### config.mk
export PLATFORM = sky130hd
export DESIGN_NAME = frac_ratio_seq
export DESIGN_NICKNAME = d
export VERILOG_FILES = /design/src/rtl/frs_pkg.sv /design/src/rtl/frs_cfg_guard.sv /design/src/rtl/frs_dither_lfsr.sv /design/src/rtl/frs_accum.sv /design/src/rtl/frac_ratio_seq.sv
export SDC_FILE = /design/constraint.sdc
export NUM_CORES = 1
export LEC_CHECK = 0
export ABC_CLOCK_PERIOD_IN_PS = 5000
export BUFFER_PORTS_ARGS = -buffer_cell sky130_fd_sc_hd__buf_2
export CORE_UTILIZATION = 46
export CTS_CLUSTER_SIZE = 16
export DETAILED_ROUTE_END_ITERATION = 10
export PLACE_DENSITY = 0.78
export SYNTH_ARGS = -nofsm -noshare
export SYNTH_HDL_FRONTEND = slang
export SYNTH_SLANG_ARGS = --single-unit
### constraint.sdc
create_clock -name clk -period 5 [get_ports clk]
set_input_delay 0.25 -clock clk [delete_from_list [all_inputs] [get_ports clk]]
set_output_delay 0.25 -clock clk [all_outputs]
set_load 0.01 [all_outputs]
### src/rtl/frs_pkg.sv
// Shared constants and types for the fractional-N ratio sequencer.
package frs_pkg;
    // Smallest legal integer word for each prescaler mode
    localparam int MIN_INT_LOW_PRESC  = 23;
    localparam int MIN_INT_HIGH_PRESC = 75;

    // Prescaler mode encoding on presc_sel
    typedef enum logic {
        PRESC_4_5 = 1'b0,
        PRESC_8_9 = 1'b1
    } presc_e;
endpackage

### src/rtl/frs_cfg_guard.sv
// Configuration guard: range-checks the programmed words on a load strobe,
// holds the last accepted set and raises a sticky error on a rejected load.
// Assumes load is a single-cycle strobe; inputs are only sampled on load.
module frs_cfg_guard
    import frs_pkg::*;
#(
    parameter int INT_W    = 16,
    parameter int FW       = 12,
    parameter int DEF_INT  = 23,
    parameter int DEF_FRAC = 0,
    parameter int DEF_MOD  = 2
) (
    input  logic             clk,
    input  logic             rst_n,
    input  logic             load_i,
    input  logic [INT_W-1:0] int_i,
    input  logic [FW-1:0]    frac_i,
    input  logic [FW-1:0]    mod_i,
    input  logic [FW-1:0]    phase_i,
    input  presc_e           presc_i,
    input  logic             dith_i,
    output logic [INT_W-1:0] int_o,
    output logic [FW-1:0]    frac_o,
    output logic [FW-1:0]    mod_o,
    output logic             dith_o,
    output logic             seed_o,
    output logic             cfg_err_o
);
    localparam logic [INT_W-1:0] FLOOR_LO = INT_W'(MIN_INT_LOW_PRESC);
    localparam logic [INT_W-1:0] FLOOR_HI = INT_W'(MIN_INT_HIGH_PRESC);
    localparam logic [FW-1:0]    MOD_MIN  = FW'(2);

    presc_e           presc_q;
    logic [INT_W-1:0] floor_int;
    logic             words_ok;

    // Legality of the words presented with the strobe
    always_comb begin
        floor_int = (presc_i == PRESC_8_9) ? FLOOR_HI : FLOOR_LO;
        words_ok  = (int_i >= floor_int) && (frac_i < mod_i) &&
                    (phase_i < mod_i) && (mod_i >= MOD_MIN);
    end

    assign seed_o = load_i && words_ok;

    // Held settings: replaced only by an accepted load
    always_ff @(posedge clk) begin
        if (!rst_n) begin
            int_o   <= INT_W'(DEF_INT);
            frac_o  <= FW'(DEF_FRAC);
            mod_o   <= FW'(DEF_MOD);
            presc_q <= PRESC_4_5;
            dith_o  <= 1'b0;
        end else if (seed_o) begin
            int_o   <= int_i;
            frac_o  <= frac_i;
            mod_o   <= mod_i;
            presc_q <= presc_i;
            dith_o  <= dith_i;
        end
    end

    // Sticky error flag, cleared only by reset
    always_ff @(posedge clk) begin
        if (!rst_n)
            cfg_err_o <= 1'b0;
        else if (load_i && !words_ok)
            cfg_err_o <= 1'b1;
    end

    // a rejected load leaves every held setting untouched and flags it
    p_reject_keeps_r7: assert property (@(posedge clk) disable iff (!rst_n)
        (load_i && !words_ok) |=> ($stable(int_o) && $stable(frac_o) &&
                                   $stable(mod_o) && $stable(dith_o) && cfg_err_o));

    // the error flag never drops while out of reset
    p_err_sticky_r7: assert property (@(posedge clk) disable iff (!rst_n)
        cfg_err_o |=> cfg_err_o);

    // held integer respects the floor of the held prescaler mode
    p_int_floor_r5: assert property (@(posedge clk) disable iff (!rst_n)
        int_o >= ((presc_q == PRESC_8_9) ? FLOOR_HI : FLOOR_LO));

    // held fraction below held modulus, modulus at least two
    p_frac_below_mod_r6: assert property (@(posedge clk) disable iff (!rst_n)
        (frac_o < mod_o) && (mod_o >= MOD_MIN));
endmodule

### src/rtl/frs_dither_lfsr.sv
// Pseudo-random bit source: Fibonacci shift register, advanced on demand.
// Assumes TAP_MASK describes a maximal-length polynomial for width W;
// the default is x^15 + x^14 + 1.
module frs_dither_lfsr #(
    parameter int           W        = 15,
    parameter logic [W-1:0] TAP_MASK = 15'h6000,
    parameter logic [W-1:0] SEED     = 15'h0001
) (
    input  logic clk,
    input  logic rst_n,
    input  logic adv_i,
    output logic bit_o
);
    logic [W-1:0] state_q;
    logic         fb;

    // Feedback is the parity of the tapped stages
    always_comb fb = ^(state_q & TAP_MASK);

    // Shift one place per advance
    always_ff @(posedge clk) begin
        if (!rst_n)
            state_q <= SEED;
        else if (adv_i)
            state_q <= {state_q[W-2:0], fb};
    end

    assign bit_o = state_q[W-1];

    // a lock-up state would freeze the dither; never reachable
    p_lfsr_alive_r9: assert property (@(posedge clk) disable iff (!rst_n)
        state_q != '0);
endmodule

### src/rtl/frs_accum.sv
// Fractional accumulator: adds the fraction (plus an optional dither bit)
// modulo MOD on each step, reports the wrap as carry and forms INT+carry.
// Assumes acc < mod and frac < mod on entry (kept by the configuration guard),
// so a single conditional subtraction suffices even with the dither bit.
module frs_accum #(
    parameter int INT_W = 16,
    parameter int FW    = 12
) (
    input  logic             clk,
    input  logic             rst_n,
    input  logic             seed_i,
    input  logic [FW-1:0]    seed_val_i,
    input  logic             step_i,
    input  logic             dith_bit_i,
    input  logic [INT_W-1:0] int_i,
    input  logic [FW-1:0]    frac_i,
    input  logic [FW-1:0]    mod_i,
    output logic [FW-1:0]    acc_o,
    output logic             carry_o,
    output logic [INT_W:0]   div_o
);
    logic [FW:0]   sum;
    logic          wrap;
    logic [FW-1:0] acc_nxt;

    // Next accumulator value and wrap detection
    always_comb begin
        sum     = {1'b0, acc_o} + {1'b0, frac_i} + {{FW{1'b0}}, dith_bit_i};
        wrap    = (sum >= {1'b0, mod_i});
        acc_nxt = wrap ? FW'(sum - {1'b0, mod_i}) : sum[FW-1:0];
    end

    // Seed has priority over a step; idle cycles hold acc and div
    always_ff @(posedge clk) begin
        if (!rst_n) begin
            acc_o   <= '0;
            carry_o <= 1'b0;
            div_o   <= '0;
        end else if (seed_i) begin
            acc_o   <= seed_val_i;
            carry_o <= 1'b0;
        end else if (step_i) begin
            acc_o   <= acc_nxt;
            carry_o <= wrap;
            div_o   <= {1'b0, int_i} + {{INT_W{1'b0}}, wrap};
        end else begin
            carry_o <= 1'b0;
        end
    end

    // accumulator never reaches the held modulus
    p_acc_in_range_r3: assert property (@(posedge clk) disable iff (!rst_n)
        acc_o < mod_i);

    // an accepted load seeds the accumulator regardless of step
    p_seed_phase_r2: assert property (@(posedge clk) disable iff (!rst_n)
        seed_i |=> (acc_o == $past(seed_val_i)) && !carry_o);

    // idle cycle holds state and clears the carry
    p_idle_hold_r8: assert property (@(posedge clk) disable iff (!rst_n)
        (!seed_i && !step_i) |=> ($stable(acc_o) && $stable(div_o) && !carry_o));

    // without dither, a wrap is exactly a drop of the accumulator
    p_carry_dir_r3: assert property (@(posedge clk) disable iff (!rst_n)
        (step_i && !seed_i && !dith_bit_i) |=> (carry_o == (acc_o < $past(acc_o))));
endmodule

### src/rtl/frac_ratio_seq.sv
// Fractional-N divider ratio sequencer top level. Combines the configuration
// guard, the dither source and the fractional accumulator. Assumes one step
// per enabled reference cycle and a single-cycle load strobe.
module frac_ratio_seq
    import frs_pkg::*;
#(
    parameter int INT_W  = 16,
    parameter int FW     = 12,
    parameter int LFSR_W = 15
) (
    input  logic             clk,
    input  logic             rst_n,
    input  logic             step_en,
    input  logic             load,
    input  logic [INT_W-1:0] int_word,
    input  logic [FW-1:0]    frac_word,
    input  logic [FW-1:0]    mod_word,
    input  logic [FW-1:0]    phase_word,
    input  logic             presc_sel,
    input  logic             dither_en,
    output logic [INT_W:0]   div_val,
    output logic             carry,
    output logic [FW-1:0]    acc,
    output logic             cfg_err
);
    logic [INT_W-1:0] int_q;
    logic [FW-1:0]    frac_q;
    logic [FW-1:0]    mod_q;
    logic             dith_q;
    logic             seed;
    logic             lfsr_bit;
    logic             dith_bit;
    logic             step;

    frs_cfg_guard #(.INT_W(INT_W), .FW(FW)) u_guard (
        .clk       (clk),
        .rst_n     (rst_n),
        .load_i    (load),
        .int_i     (int_word),
        .frac_i    (frac_word),
        .mod_i     (mod_word),
        .phase_i   (phase_word),
        .presc_i   (presc_e'(presc_sel)),
        .dith_i    (dither_en),
        .int_o     (int_q),
        .frac_o    (frac_q),
        .mod_o     (mod_q),
        .dith_o    (dith_q),
        .seed_o    (seed),
        .cfg_err_o (cfg_err)
    );

    // A step happens only when no load claims the cycle
    always_comb begin
        step     = step_en && !load;
        dith_bit = dith_q && lfsr_bit;
    end

    frs_dither_lfsr #(.W(LFSR_W)) u_dither (
        .clk   (clk),
        .rst_n (rst_n),
        .adv_i (step && dith_q),
        .bit_o (lfsr_bit)
    );

    frs_accum #(.INT_W(INT_W), .FW(FW)) u_accum (
        .clk        (clk),
        .rst_n      (rst_n),
        .seed_i     (seed),
        .seed_val_i (phase_word),
        .step_i     (step),
        .dith_bit_i (dith_bit),
        .int_i      (int_q),
        .frac_i     (frac_q),
        .mod_i      (mod_q),
        .acc_o      (acc),
        .carry_o    (carry),
        .div_o      (div_val)
    );
endmodule

* Yosys cells after proc, flatten, opt, wreduce, memory -nomap -nowiden
Cells that the tools add are included.
** Word-level totals
- Output and inout port bits :: 31
- Register bits :: 87
- Input port bits :: 58
** Cells by class
- $lt $le $gt $ge :: 5
- Reduce and logical (&&, ||, !) cells :: 14
- Bitwise gates (word level) :: 3
- Multiplexer cells :: 4
- Add/sub/neg operators :: 4
** Operators with widths (number)
- $mux W12 :: 3
- $lt A12 B12 Y1 :: 2
- $add A16 B1 Y17 :: 1
- $ge A16 B16 Y1 :: 1
- $reduce_xor A15 Y1 :: 1
- $add A12 B12 Y13 :: 1
- $add A13 B1 Y13 :: 1
- $ge A13 B12 Y1 :: 1
- $ge A12 B2 Y1 const B :: 1
- $sub A12 B12 Y12 :: 1
- $logic_and A1 B1 Y1 :: 8
- $mux W7 :: 1
- $not A1 Y1 :: 3
- $reduce_or A3 Y1 :: 1
- $logic_not A1 Y1 :: 2
- $reduce_and A2 Y1 :: 1
- $reduce_bool A2 Y1 :: 1

* Longest topological paths before layout
Gate-level depths: netlist (run 1).
- Depth after elaboration :: 8
- Depth in mapped cells :: 25

* Modules after synthesis
From an unflattened synthesis (run 1), not the netlist that was laid out.
** Second synthesis, totals
- Cells, all modules :: 673
- Area, all modules :: 5779.3 um2
** Modules (own cells, without submodules)
- frs_accum :: seq. area each 600.6 um2, instances 1, area an instance 2787.7 um2, cells each 354
- frs_cfg_guard :: seq. area each 840.8 um2, instances 1, area an instance 2384.8 um2, cells each 267
- frs_dither_lfsr :: seq. area each 300.3 um2, instances 1, area an instance 585.6 um2, cells each 49
- frac_ratio_seq :: seq. area each 0.0 um2, instances 1, area an instance 21.3 um2, cells each 3

* Worst setup path before layout (run 1)
Ideal clock, no wire load.
- Path type :: register to register
- Start point :: register u_accum.acc_o[0]
- End point :: register u_accum.div_o[12]
- Required time :: 4.914 ns
- Slack :: 0.305 ns
- Stages on the path, launching flop included :: 25
- Arrival :: 4.610 ns
- Path through :: dfxtp_1 -> inv_1 -> fa_1 -> inv_1 -> fa_1 -> a211oi_1 -> nor2_1 -> o21ai_0 -> a211oi_1 -> xor2_1 -> ha_1 -> buf_2 -> nand3_1 -> or3_1 -> a31oi_1 -> nor4_4 -> inv_2 -> buf_2 -> ha_1 -> nand4_1 -> nor2_1 -> and3_1 -> nand3_1 -> xor2_1 -> a211oi_1
** On the way
- Cells in the longest elaborated chain, start to end :: 4
** Ends and longest elaborated chain
- start: declaration :: RTL line frs_accum.sv:18 : output logic [FW-1:0] acc_o,
- start signal: assignment :: RTL line frs_accum.sv:40 : acc_o <= seed_val_i;
- start signal: assignment :: RTL line frs_accum.sv:43 : acc_o <= acc_nxt;
- $add A12 B12 Y13 :: RTL line frs_accum.sv:28 : sum = {1'b0, acc_o} + {1'b0, frac_i} + {{FW{1'b0}}, dith_bit_i};
- $add A13 B1 Y13 :: RTL line frs_accum.sv:28
- $ge A13 B12 Y1 :: RTL line frs_accum.sv:29 : wrap = (sum >= {1'b0, mod_i});
- net u_accum.wrap :: RTL line frs_accum.sv:23 : logic wrap;
- $add A16 B1 Y17 :: RTL line frs_accum.sv:45 : div_o <= {1'b0, int_i} + {{INT_W{1'b0}}, wrap};
- end signal: assignment :: RTL line frs_accum.sv:45
- end: declaration :: RTL line frs_accum.sv:20 : output logic [INT_W:0] div_o
The timed path passes the listed nets, and every way through them passes these cells.
A chain may end at the register's enable or synchronous reset.

* Worst setup path in the final report (run 1)
- Start point :: register u_guard.dith_o
- End point :: register u_accum.div_o[12]
** On the way
- Cells in the longest elaborated chain, start to end :: 4
** Ends and longest elaborated chain
- start: declaration :: RTL line frs_cfg_guard.sv:25 : output logic dith_o,
- start signal: assignment :: RTL line frs_cfg_guard.sv:59 : dith_o <= dith_i;
- $logic_and A1 B1 Y1 :: RTL line frac_ratio_seq.sv:56 : dith_bit = dith_q && lfsr_bit;
- $add A13 B1 Y13 :: RTL line frs_accum.sv:28
- $ge A13 B12 Y1 :: RTL line frs_accum.sv:29
- $add A16 B1 Y17 :: RTL line frs_accum.sv:45
No other way between the ends.

==> summary.md, run 1 <==
| Metric | Value |
|---|---|
| Hold_buf cts | 0 |
| Iter 0 DRT Violations | 391 |
| DRT met1 WL | 6.263 mm |
| Number of I/O pins | 89 |
| Die height | 110.5 um |
| TritonCTS clock tree | built |
| Placed cell areas | 0.005958 mm^2 |
| Layout Skew | 0.01080 ns |
| All-Layer GR Usage | 0.2321 |
| RD Place Congestion | ~0.91 |
| Max FO, Critical Path | 4 |
| Post-synth EDFFs | 0 |
| Final hold vios | 0 |
| Initial core utilization | 0.4739 |
| CTS H-tree lvls | 3 |
| CP Data Required Time | 5.21 ns |
| Post-Synthesis Cell Area | 0.005411 mm^2 |
| Slew at the pin closest to its max-slew limit | 0.7637 ns |
| Via count | 4919 |
| Max Cap Viol | 0 |
| DR top layer | met4 |
| Area grow syn2layout | 16.07% |
| CTS Buf Count | 9 |
| WL met3 | 1.072 mm |
| Vias in the first global route | 4706 |
| Mapped Nets | 750 |
| Initial antenna violation count | 0 |
| Total power | 3.142 mW |
| Design Area, Final | 0.006281 mm^2 |
| Slew Viols, Final | 0 |
| Hold Path Sink | u_guard.int_o[0]$_SDFFE_PN1P_ |
| Core Area | 0.01142 mm^2 |
| Die X-Extent | about 110 um |
| Antenna Nets Post-Route | 0 |
| CTS sink count | just under 90 |
| Yosys cell types | 55 |
| Crit path capture type | flip-flop |
| Relative slew slack | 0.4908 |
| Congestion Overflow GR | 0 |
| Fmax | roughly 210 MHz |
| DR DRC count | 0 |
| Flop-to-flop setup slack | roughly 0.24 ns |
| 1st-pass router iterations | 4 |
| # rows | 39 |
| Nature of the critical path startpoint | flip-flop |
| Wire per inst | 16.21 um |
| Buffers on Ports | 88 |
| Pwr per Cell Area | roughly 500 mW/mm^2 |
| Synth warn | 0 |
| Clock latency on the worst-skew pair | between 0.3 and 0.4 ns |
| WL met2 | ~6.5 mm |
| Ant. Diodes | 0 |
| #FFs+latches synth | 87 |
| Clock Tree Buf Depth | 2 |
| Hold path cells | 3 |
| DPL Wire Length | about 11 mm |
| Die ar. | 0.01220 mm^2 |
| Clock slew at the register clock pins of the worst setup and hold paths | 0.07 ns |
| Layout cells sized above 1 | 0.1775 |
| CP Class | reg -> reg |
| WL final | 14.00 mm |
| Vias per std cell | 5.693 |
| Final net count | 828 |
| Post-synth top flop | dfxtp_1 |
| Peak VDD IR | around 0.36 mV |
| Worst R2R Start | u_guard.dith_o$_SDFFE_PN0P_ |
| Final Cycle Share | 0.9524 |
| First-pass GRT wire length | 22.73 mm |
| Avg Inst Size Synth | between 8 and 9 um^2 |
| Syn Inst Count | about 640 |
| Final Core Density | 0.5501 |
| Post-synthesis sequential area ratio | 0.3218 |
| Root Buffer | clkbuf_16 |
| Leakage | between 2 and 3 nW |
| Hold Path Class | in -> reg |
| Reg2reg end | u_accum.div_o[12]$_SDFFE_PN0P_ |
| Finish-stage setup viols | 0 |
| Arrival time worst endpoint | 4.97 ns |
| Path depth of the worst reg2reg path | 25 |
| Async SR Flop Fraction | 0 |
| Hold Startpoint | int_word[0] |
| Min Tclk post-route | 4.762 ns |
| Largest net degree at the start of global routing | 54 |
| Status | finished clean |
==> synth_stat cells (all sizes together), types with 6 or more instances <==
library cell / number / area (um^2)
nand2: 56 / 210.2
a21oi: 34 / 170.2
o21ai: 12 / 60.05
nand4: 7 / 43.79
nor3: 11 / 55.05
dfxtp: 87 / 1742
a31oi: 10 / 62.56
clkbuf: 16 / 60.06
o21a: 7 / 52.55
a211oi: 22 / 170.2
and3: 6 / 37.54
xor2: 14 / 122.6
nor2: 75 / 281.5
buf: 13 / 72.57
nor4: 7 / 58.81
and2: 14 / 87.59
inv: 36 / 135.1
ha: 51 / 638.1
xnor2: 14 / 122.6
mux2i: 55 / 550.5
nand3: 34 / 170.2
==> final cells by class <==
cell class,instances,area [um^2]
Clock buffer,10,229.0
Inverter,36,135.1
Multi-Input combinational cell,486,3443
Tap cell,143,178.9
Clock inverter,6,52.55
Fill cell,1080,5137
Timing Repair Buffer,96,500.5
Sequential cell,87,1742
==> routing by layer <==
metal / vias up / global-route usage
li1: 2419 / -
met1: 2278 / 0.3063
met2: 204 / 0.3768
met3: 18 / 0.05104
met4: 0 / 0.07289
met5: - / 0
==> layout by cell type (no fill, tap or decap), types with 3 or more instances in the layout <==
master / synthesis / layout
a211oi_1: 21 / 20
or3_1: 3 / 3
ha_1: 51 / 50
nor4_1: 6 / 6
o21ai_0: 11 / 10
nor2_1: 75 / 73
and2_1: 13 / 13
nand2b_1: 5 / 5
a2111o_1: 3 / 3
a31oi_1: 10 / 9
o21a_1: 7 / 7
buf_4: 4 / 8
and3_1: 6 / 5
mux2i_1: 55 / 55
o31a_1: 3 / 3
xnor2_1: 14 / 14
nand3b_1: 3 / 3
clkbuf_16: 0 / 9
buf_2: 7 / 88
nand3_1: 34 / 34
nor2b_1: 5 / 4
a21o_1: 4 / 4
nor3_1: 11 / 11
nand4_1: 7 / 7
fa_1: 3 / 3
inv_1: 34 / 34
dfxtp_1: 87 / 87
nand2_1: 56 / 56
a21oi_1: 34 / 34
xor2_1: 14 / 14
o211ai_1: 5 / 5
==> through the flow <==
stage / setup WS [ns] / hold slack, ns / cells / TNS (ns)
after floorplan: 0.3050 / 0.3751 / 638 / 0
after global placement: 0.2577 / 0.4359 / 847 / 0
after detailed placement: -0.02616 / 0.4442 / 847 / -0.02616
after CTS: 0.05592 / 0.1282 / 863 / 0
after global routing: -0.07353 / 0.1401 / 864 / -0.07353
final: 0.2381 / 0.1273 / 864 / 0
==> sequential cells by signal, indices dropped and copies added, names as in the netlist <==
name and count:
u_accum.acc_o 12, u_accum.carry_o 1, u_accum.div_o 17, u_dither.state_q 15, u_guard.cfg_err_o 1, u_guard.dith_o 1
u_guard.frac_o 12, u_guard.int_o 16, u_guard.mod_o 12
==> power breakdown <==
group | total [mW] | internal [mW] | switching [mW]
registers | 0.831 | 0.769 | 0.0616
logic | 1.67 | 0.716 | 0.954
clock network | 0.642 | 0.344 | 0.297
total | 3.14 | 1.83 | 1.31
==> cells by family (layout without fill, tap and decap cells) <==
| logic type | after synthesis | count (layout) | synth area share |
|---|---|---|---|
| buf+inv | 65 | 148 | 0.04948 |
| mux | 57 | 57 | 0.1066 |
| compound gates | 118 | 118 | 0.1491 |
| fa+ha+maj | 54 | 54 | 0.1290 |
| flops | 87 | 87 | 0.3218 |
| simple gates | 229 | 229 | 0.1986 |
| xor+xnor | 28 | 28 | 0.04532 |
==> worst max path at each step <==
stage	endpoint	startpoint	depth (start not counted)
after floorplan	u_accum.div_o[12]$_SDFFE_PN0P_	u_accum.acc_o[0]$_SDFFE_PN0P_	24
after global placement	u_accum.div_o[12]$_SDFFE_PN0P_	u_dither.state_q[14]$_SDFFE_PN0P_	22
after detailed placement	u_accum.div_o[12]$_SDFFE_PN0P_	u_guard.dith_o$_SDFFE_PN0P_	22
after CTS	u_accum.div_o[12]$_SDFFE_PN0P_	u_guard.dith_o$_SDFFE_PN0P_	23
after global routing	u_accum.div_o[12]$_SDFFE_PN0P_	u_accum.acc_o[0]$_SDFFE_PN0P_	25
final	u_accum.div_o[12]$_SDFFE_PN0P_	u_guard.dith_o$_SDFFE_PN0P_	25
==> what timing repair did <==
action                                  in CTS  in global routing
setup buffers                                0                  1
endpoints found under the setup margin       1                  5
gates resized for setup                      3                  7
pin swaps                                    0                  2
==> critical path, stage by stage, from the launching register on <==
cell and delay (ns):
dfxtp_1 0.36, nand2_1 0.08, fa_1 0.41, inv_1 0.09, fa_1 0.22, a211oi_1 0.10, nor2_2 0.19, o21ai_2 0.09
buf_4 0.14, a2111o_1 0.35, o211ai_1 0.12, ha_1 0.31, buf_4 0.17, nand2_1 0.07, a21oi_1 0.05, a211oi_2 0.27
a31oi_2 0.17, nor4_4 0.26, inv_2 0.07, ha_1 0.20, nand4_1 0.15, nor2_2 0.07, and3_2 0.23, nand3_1 0.12
xor2_1 0.19, a211oi_1 0.10
No activity file was read; power rests on OpenSTA's default activity.
==> inputs of run 2 (changes only) <==
CTS_BUF_LIST = sky130_fd_sc_hd__clkbuf_4 sky130_fd_sc_hd__clkbuf_8 sky130_fd_sc_hd__clkbuf_16   (was default)
==> run 2 against run 1 <==
Compared with the run above:
- count of clock-buffer cells in the layout is the same
- non-clock buffer count is the same
- clock skew grew 0.0017 ns
- critical endpoint unchanged
- combinational power is essentially flat
- global-route usage is essentially flat
- hold slack is essentially flat
- register-to-register slack is essentially flat
- power grew 0.17%
- clock power grew 0.8%
==> summary.md, run 2 (synthesis results as in run 1) <==
| Metric | Value |
|---|---|
| Layout Skew | 0.01252 ns (+0.001715 ns) |
| Ant. Diodes | 0 (unchanged) |
| RD Place Congestion | 0.9060 (unchanged) |
| Congestion Overflow GR | 0 (unchanged) |
| Die height | 110.5 um (unchanged) |
| CTS Buf Count | 9 (unchanged) |
| Pwr per Cell Area | 500.8 mW/mm^2 (+0.11%) |
| CP Data Required Time | 5.21 ns (about the same) |
| WL final | 14.03 mm (+0.16%) |
| Initial antenna violation count | 0 (unchanged) |
| Core Area | 0.01142 mm^2 (unchanged) |
| CP startpoint | u_guard.dith_o$_SDFFE_PN0P_ |
| Area grow syn2layout | 16.14% (about the same) |
| Leakage | 2.978 nW (+0.11%) |
| CTS sink count | 87 (unchanged) |
| DPL Wire Length | 10.71 mm (unchanged) |
| Hold Path Class | in -> reg |
| Commonest non-fill, non-tap cells in the layout | 88 x buf_2, 87 x dfxtp_1, 73 x nor2_1, 56 x nand2_1, 55 x mux2i_1 |
| Max FO, Critical Path | 4 (unchanged) |
| DP Cell Count | 847 (unchanged) |
| Hold_buf cts | 0 (unchanged) |
| Slew Viols, Final | 0 (unchanged) |
| Initial core utilization | 0.4739 (unchanged) |
| Biggest register | u_accum.div_o |
| Final Core Density | 0.5504 (about the same) |
| Reg2reg end | u_accum.div_o[12]$_SDFFE_PN0P_ |
| Via count | 4926 (+0.14%) |
| Clock slew at the register clock pins of the worst setup and hold paths | 0.07 ns (about the same) |
| 1st-pass router iterations | 5 (+1) |
| Hold Startpoint | int_word[0] |
| Final net count | 828 (unchanged) |
| Total power | 3.148 mW (+0.17%) |
| Slew at the pin closest to its max-slew limit | 0.7554 ns (-0.008366 ns) |
| Nature of the critical path startpoint | flip-flop |
| Most common cell after layout, fill and taps aside | buf_2 |
| Wire per inst | 16.23 um (+0.16%) |
| Final instance count without filler cells | 864 (unchanged) |
| First-pass GRT wire length | 22.76 mm (+0.15%) |
| Largest net degree at the start of global routing | 54 (unchanged) |
| Root Buffer | clkbuf_16 |
| Antenna Nets Post-Route | 0 (unchanged) |
| Number of I/O pins | 89 (unchanged) |
| Min Tclk post-route | 4.761 ns (-0.001150 ns) |
| Layout cells sized above 1 | 0.1789 (+0.001387) |
| Critical path endpoint | u_accum.div_o[12]$_SDFFE_PN0P_ |
| Final setup TNS | 0 ns (unchanged) |
| Vias per std cell | 5.701 (+0.14%) |
| Peak VDD IR | 0.3618 mV (about the same) |
| CP Class | reg -> reg |
| Buffers on Ports | 88 (unchanged) |
| Arrival time worst endpoint | 4.97 ns (about the same) |
| Final hold vios | 0 (unchanged) |
| # rows | 39 (unchanged) |
| Clock latency on the worst-skew pair | 0.36 ns (about the same) |
| Max Cap Viol | 0 (unchanged) |
| Crit path capture type | flip-flop |
| Final Cycle Share | 0.9521 (about the same) |
| TritonCTS clock tree | built |
| Relative slew slack | 0.4964 (+0.005577) |
| Status | finished clean |
| Flop-to-flop setup slack | 0.24 ns (about the same) |
| Iter 0 DRT Violations | 402 (+2.8%) |
| Vias in the first global route | 4712 (+0.13%) |
| Finish-stage setup viols | 0 (unchanged) |
| DR DRC count | 0 (unchanged) |
| Max reg flops | 17 (unchanged) |
| All-Layer GR Usage | 0.2324 (+0.0002351) |
| Clock Tree Buf Depth | 2 (unchanged) |
| Die X-Extent | 110.5 um (unchanged) |
| Biggest regs | u_accum.div_o: 17 flops, u_guard.int_o: 16 flops, u_dither.state_q: 15 flops |
| Path depth of the worst reg2reg path | 25 (unchanged) |
| CTS H-tree lvls | 3 (unchanged) |
| Worst R2R Start | u_guard.dith_o$_SDFFE_PN0P_ |
| Die ar. | 0.01220 mm^2 (unchanged) |
| Fmax | 210.1 MHz (about the same) |
==> run 2: cell counts in the layout (fill, tap and decap cells not counted) <==
Identical to the previous run, type by type.
==> run 2: area by class of cell <==
| class | instances | area [um^2] |
|---|---|---|
| tap | 143 | 178.9 |
| multi-input combinational | 486 | 3443 |
| fill | 1078 | 5134 |
| inverter | 36 | 135.1 |
| sequential | 87 | 1742 |
| clock buffer | 10 | 232.7 |
| clock inverter | 6 | 52.55 |
| timing repair buffer | 96 | 500.5 |
==> run 2: repair_timing <==
| action | CTS | global route |
|---|---|---|
| setup buffers | 0 | 1 |
| cloned | 0 | 0 |
| gates resized for setup | 3 | 7 |
| endpoints found under the setup margin | 1 | 5 |
| pin swaps | 0 | 2 |
==> run 2: metrics by stage <==
| stage | cell area (um^2) | worst slack, ns | hold slack [ns] |
|---|---|---|---|
| 2_1_floorplan | 5411 | 0.3050 | 0.3751 |
| 3_3_place_gp | 5958 | 0.2577 | 0.4359 |
| 3_5_place_dp | 5958 | -0.02616 | 0.4442 |
| 4_1_cts | 6251 | 0.05551 | 0.1282 |
| 5_1_grt | 6285 | -0.07359 | 0.1401 |
| 6_report | 6285 | 0.2393 | 0.1269 |
==> run 2: how the worst min path moves through the flow <==
| stage | cells after the start | endpoint |
|---|---|---|
| 3_5_place_dp | 2 | u_dither.state_q[11]$_SDFFE_PN0P_ |
| 2_1_floorplan | 2 | u_guard.int_o[0]$_SDFFE_PN1P_ |
| 4_1_cts | 3 | u_guard.int_o[0]$_SDFFE_PN1P_ |
| 3_3_place_gp | 2 | u_dither.state_q[3]$_SDFFE_PN0P_ |
| 6_report | 3 | u_guard.int_o[0]$_SDFFE_PN1P_ |
| 5_1_grt | 3 | u_guard.int_o[1]$_SDFFE_PN1P_ |
==> run 2: layer usage <==
metal | up-vias | track usage | share of wire
met5 | - | 0 | 0
met4 | 0 | 0.07289 | 0.014
met3 | 18 | 0.05104 | 0.070
met2 | 206 | 0.3768 | 0.46
met1 | 2287 | 0.3070 | 0.45
li1 | 2415 | - | -
==> run 2: worst max-delay path: stages (launching register included) <==
cell and delay (ns):
dfxtp_1 0.36, nand2_1 0.08, fa_1 0.41, inv_1 0.09
fa_1 0.22, a211oi_1 0.10, nor2_2 0.20, o21ai_2 0.09
buf_4 0.14, a2111o_1 0.36, o211ai_1 0.11, ha_1 0.31
buf_4 0.17, nand2_1 0.06, a21oi_1 0.05, a211oi_2 0.27
a31oi_2 0.17, nor4_4 0.26, inv_2 0.07, ha_1 0.20
nand4_1 0.15, nor2_2 0.07, and3_2 0.23, nand3_1 0.12
xor2_1 0.19, a211oi_1 0.10
==> run 2: report_power, final <==
part / switching (mW) / leakage [nW] / internal (mW) / total, mW
clock: 0.298 / 0.135 / 0.350 / 0.647
sequential: 0.0623 / 0.710 / 0.769 / 0.832
combinational: 0.953 / 2.13 / 0.716 / 1.67
==> inputs of run 3 (changes only) <==
CORE_UTILIZATION = 30   (was 46)
PLACE_DENSITY = 0.59   (was 0.78)
==> run 3 against run 2 <==
Compared with the run above:
- combinational power decreased by 4%
- cell count increased by 9.3%
- non-clock buffer count decreased by 2
- maximum frequency increased by 2.2%
- count of clock-buffer cells in the layout decreased by 1
- register-to-register slack improved by 0.10 ns
- sequential power about the same
- worst setup slack improved by 0.10 ns
- cell area increased by 1.9%
- clock power increased by 10%
- wire length increased by 2.5%
- sequential cell count unchanged
- largest cell class unchanged
- largest power group unchanged
- highest routed layer unchanged
==> summary.md, run 3 (synthesis results as in run 1) <==
| Metric | Value |
|---|---|
| Status | finished clean |
| First-pass GRT wire length | 23.01 mm (+1.1%) |
| Area grow syn2layout | 18.34% |
| All-Layer GR Usage | 0.1608 (-0.07154) |
| Peak VDD IR | 0.2535 mV (-30%) |
| WL final | 14.37 mm (+2.5%) |
| Most common cell after layout, fill and taps aside | buf_2 |
| Core Area | 0.01748 mm^2 (+53%) |
| Design Area, Final | 0.006404 mm^2 (+1.9%) |
| Slowest stage delay, CP | 0.53 ns (+0.12 ns) |
| Clock Tree Buf Depth | 2 (unchanged) |
| CP most frequent cell | nand3_1 |
| 1st-pass router iterations | 4 (-1) |
| Slew at the pin closest to its max-slew limit | 0.7062 ns (-0.04921 ns) |
| CP Class | reg -> reg |
| Arrival time worst endpoint | 4.92 ns (-0.05 ns) |
| Finish-stage setup viols | 0 (unchanged) |
| Biggest regs | u_accum.div_o: 17 flops, u_guard.int_o: 16 flops, u_dither.state_q: 15 flops |
| Iter 0 DRT Violations | 257 (-36%) |
| DP Cell Count | 928 (+9.6%) |
| Slew Viols, Final | 0 (unchanged) |
| WL met2 | 6.181 mm (-4.7%) |
| Initial antenna violation count | 0 (unchanged) |
| Final setup TNS | 0 ns (unchanged) |
| RSZ-0062 raised after global routing | no |
| Layout Skew | 0.01187 ns (-0.0006439 ns) |
| CP delay by family, top | simple AND/OR/NAND/NOR gates |
| Number of I/O pins | 89 (unchanged) |
| Max reg flops | 17 (unchanged) |
| Worst path cell trace | nand2_1, fa_1, nor2b_1, o2111ai_1, nand3_1, nand2_1, o311ai_0, ha_1, nand3_1, or3_1, a31oi_2, nor4_4, inv_2, ha_1, nand4_1, nor2_2, and3_2, nand3_1, xor2_1, a211oi_1 |
| Final net count | 826 (-0.24%) |
| CP Data Required Time | 5.26 ns (+0.05 ns) |
| Ant. Diodes | 0 (unchanged) |
| Final hold vios | 0 (unchanged) |
| Vias per std cell | 4.965 (-13%) |
| DPL Wire Length | 11.07 mm (+3.3%) |
| Clock latency on the worst-skew pair | 0.35 ns (about the same) |
| Via count | 4687 (-4.9%) |
| Max FO, Critical Path | 9 (+5) |
| Antenna Nets Post-Route | 0 (unchanged) |
| Fmax | 214.6 MHz (+2.2%) |
| Clock slew at the register clock pins of the worst setup and hold paths | 0.07 ns (about the same) |
| Root Buffer | clkbuf_16 |
| Die height | 136.3 um (+23%) |
| Pwr per Cell Area | 491.0 mW/mm^2 (-2.0%) |
| Biggest register | u_accum.div_o |
| Crit path capture type | flip-flop |
| Buffers on Ports | 88 (unchanged) |
| Placed cell areas | 0.006066 mm^2 (+1.8%) |
| CTS Buf Count | 9 (unchanged) |
| Congestion Overflow GR | 0 (unchanged) |
| Hold Path Class | in -> reg |
| Max Cap Viol | 0 (unchanged) |
| Die ar. | 0.01858 mm^2 (+52%) |
| TritonCTS clock tree | built |
| Nature of the critical path startpoint | flip-flop |
| DR DRC count | 0 (unchanged) |
| WL met3 | 654 um (-33%) |
| # rows | 48 (+23%) |
| Wire per inst | 15.23 um (-6.2%) |
| Commonest non-fill, non-tap cells in the layout | 88 x buf_2, 87 x dfxtp_1, 72 x nor2_1, 56 x nand2_1, 55 x mux2i_1 |
| Die X-Extent | 136.3 um (+23%) |
| Worst Path Buf+Inv | 1 (-3) |
| Leakage | 2.989 nW (+0.35%) |
| Vias in the first global route | 4450 (-5.6%) |
| Final Cycle Share | 0.9320 (-0.02014) |
| CTS sink count | 87 (unchanged) |
| Slowest-stage cell, CP | o311ai_0 |
| Final instance count without filler cells | 944 (+9.3%) |
| Min Tclk post-route | 4.660 ns (-0.1007 ns) |
| Layout cells sized above 1 | 0.1780 (-0.0008931) |
| DRT met1 WL | 7.269 mm (+14%) |
| DR top layer | met4 |
| Initial core utilization | 0.3096 (-0.1643) |
| Final Core Density | 0.3664 (-0.1840) |
| RD Place Congestion | 0.8629 (-4.8%) |
| CTS H-tree lvls | 3 (unchanged) |
| Post-CTS Setup Repair Bufs | 0 (unchanged) |
| Relative slew slack | 0.5290 (+0.03254) |
| Largest net degree at the start of global routing | 55 (+1.9%) |
run 3: through the flow:
stage	power, mW	hold slack (ns)	setup slack, ns
after CTS	3.152	0.1273	0.08929
after global routing	3.374	0.1429	0.02224
after floorplan	2.024	0.3751	0.3050
after detailed placement	2.423	0.4439	0.09644
final	3.144	0.1408	0.3400
after global placement	2.429	0.4432	0.2145
run 3: worst min-delay path: cells and delay by family:
family / cells / cell delay, ns
buffers and inverters: 1 / 0.10
multiplexers: 1 / 0.06
AND/OR/NAND/NOR: 1 / 0.05
run 3: cell type report:
class | instances | area, um^2
Timing Repair Buffer | 94 | 498.0
Multi-Input combinational cell | 486 | 3438
Clock buffer | 9 | 225.2
Tap cell | 225 | 281.5
Inverter | 36 | 135.1
Fill cell | 1805 | 11070
Clock inverter | 7 | 83.83
Sequential cell | 87 | 1742
run 3: what timing repair did:
action                     in CTS  in global routing
setup endpoints to repair       0                 10
hold buffers                    0                  0
resized for setup               0                  9
run 3: path summary, 6_finish.rpt:
| check | startpoint | endpoint | slack [ns] | cells after the start |
|---|---|---|---|---|
| min | int_word[4] | u_guard.int_o[4]$_SDFFE_PN1P_ | 0.14 | 3 |
| min reg2reg | u_dither.state_q[4]$_SDFFE_PN0P_ | u_dither.state_q[5]$_SDFFE_PN0P_ | 0.44 | 2 |
| max | u_dither.state_q[14]$_SDFFE_PN0P_ | u_accum.div_o[14]$_SDFFE_PN0P_ | 0.34 | 20 |
| max reg2reg | u_dither.state_q[14]$_SDFFE_PN0P_ | u_accum.div_o[14]$_SDFFE_PN0P_ | 0.34 | 20 |
run 3: where the power goes:
group / leakage, nW / switching, mW / total, mW / internal (mW)
Clock: 0.149 / 0.314 / 0.712 / 0.398
Combinational: 2.13 / 0.906 / 1.60 / 0.696
Sequential: 0.710 / 0.0611 / 0.830 / 0.769
run 3: per-layer routing:
| layer | up-vias | global-route usage |
|---|---|---|
| met5 | - | 0 |
| met4 | 0 | 0.05617 |
| met3 | 14 | 0.03505 |
| met2 | 93 | 0.2366 |
| met1 | 2154 | 0.2281 |
| li1 | 2426 | - |
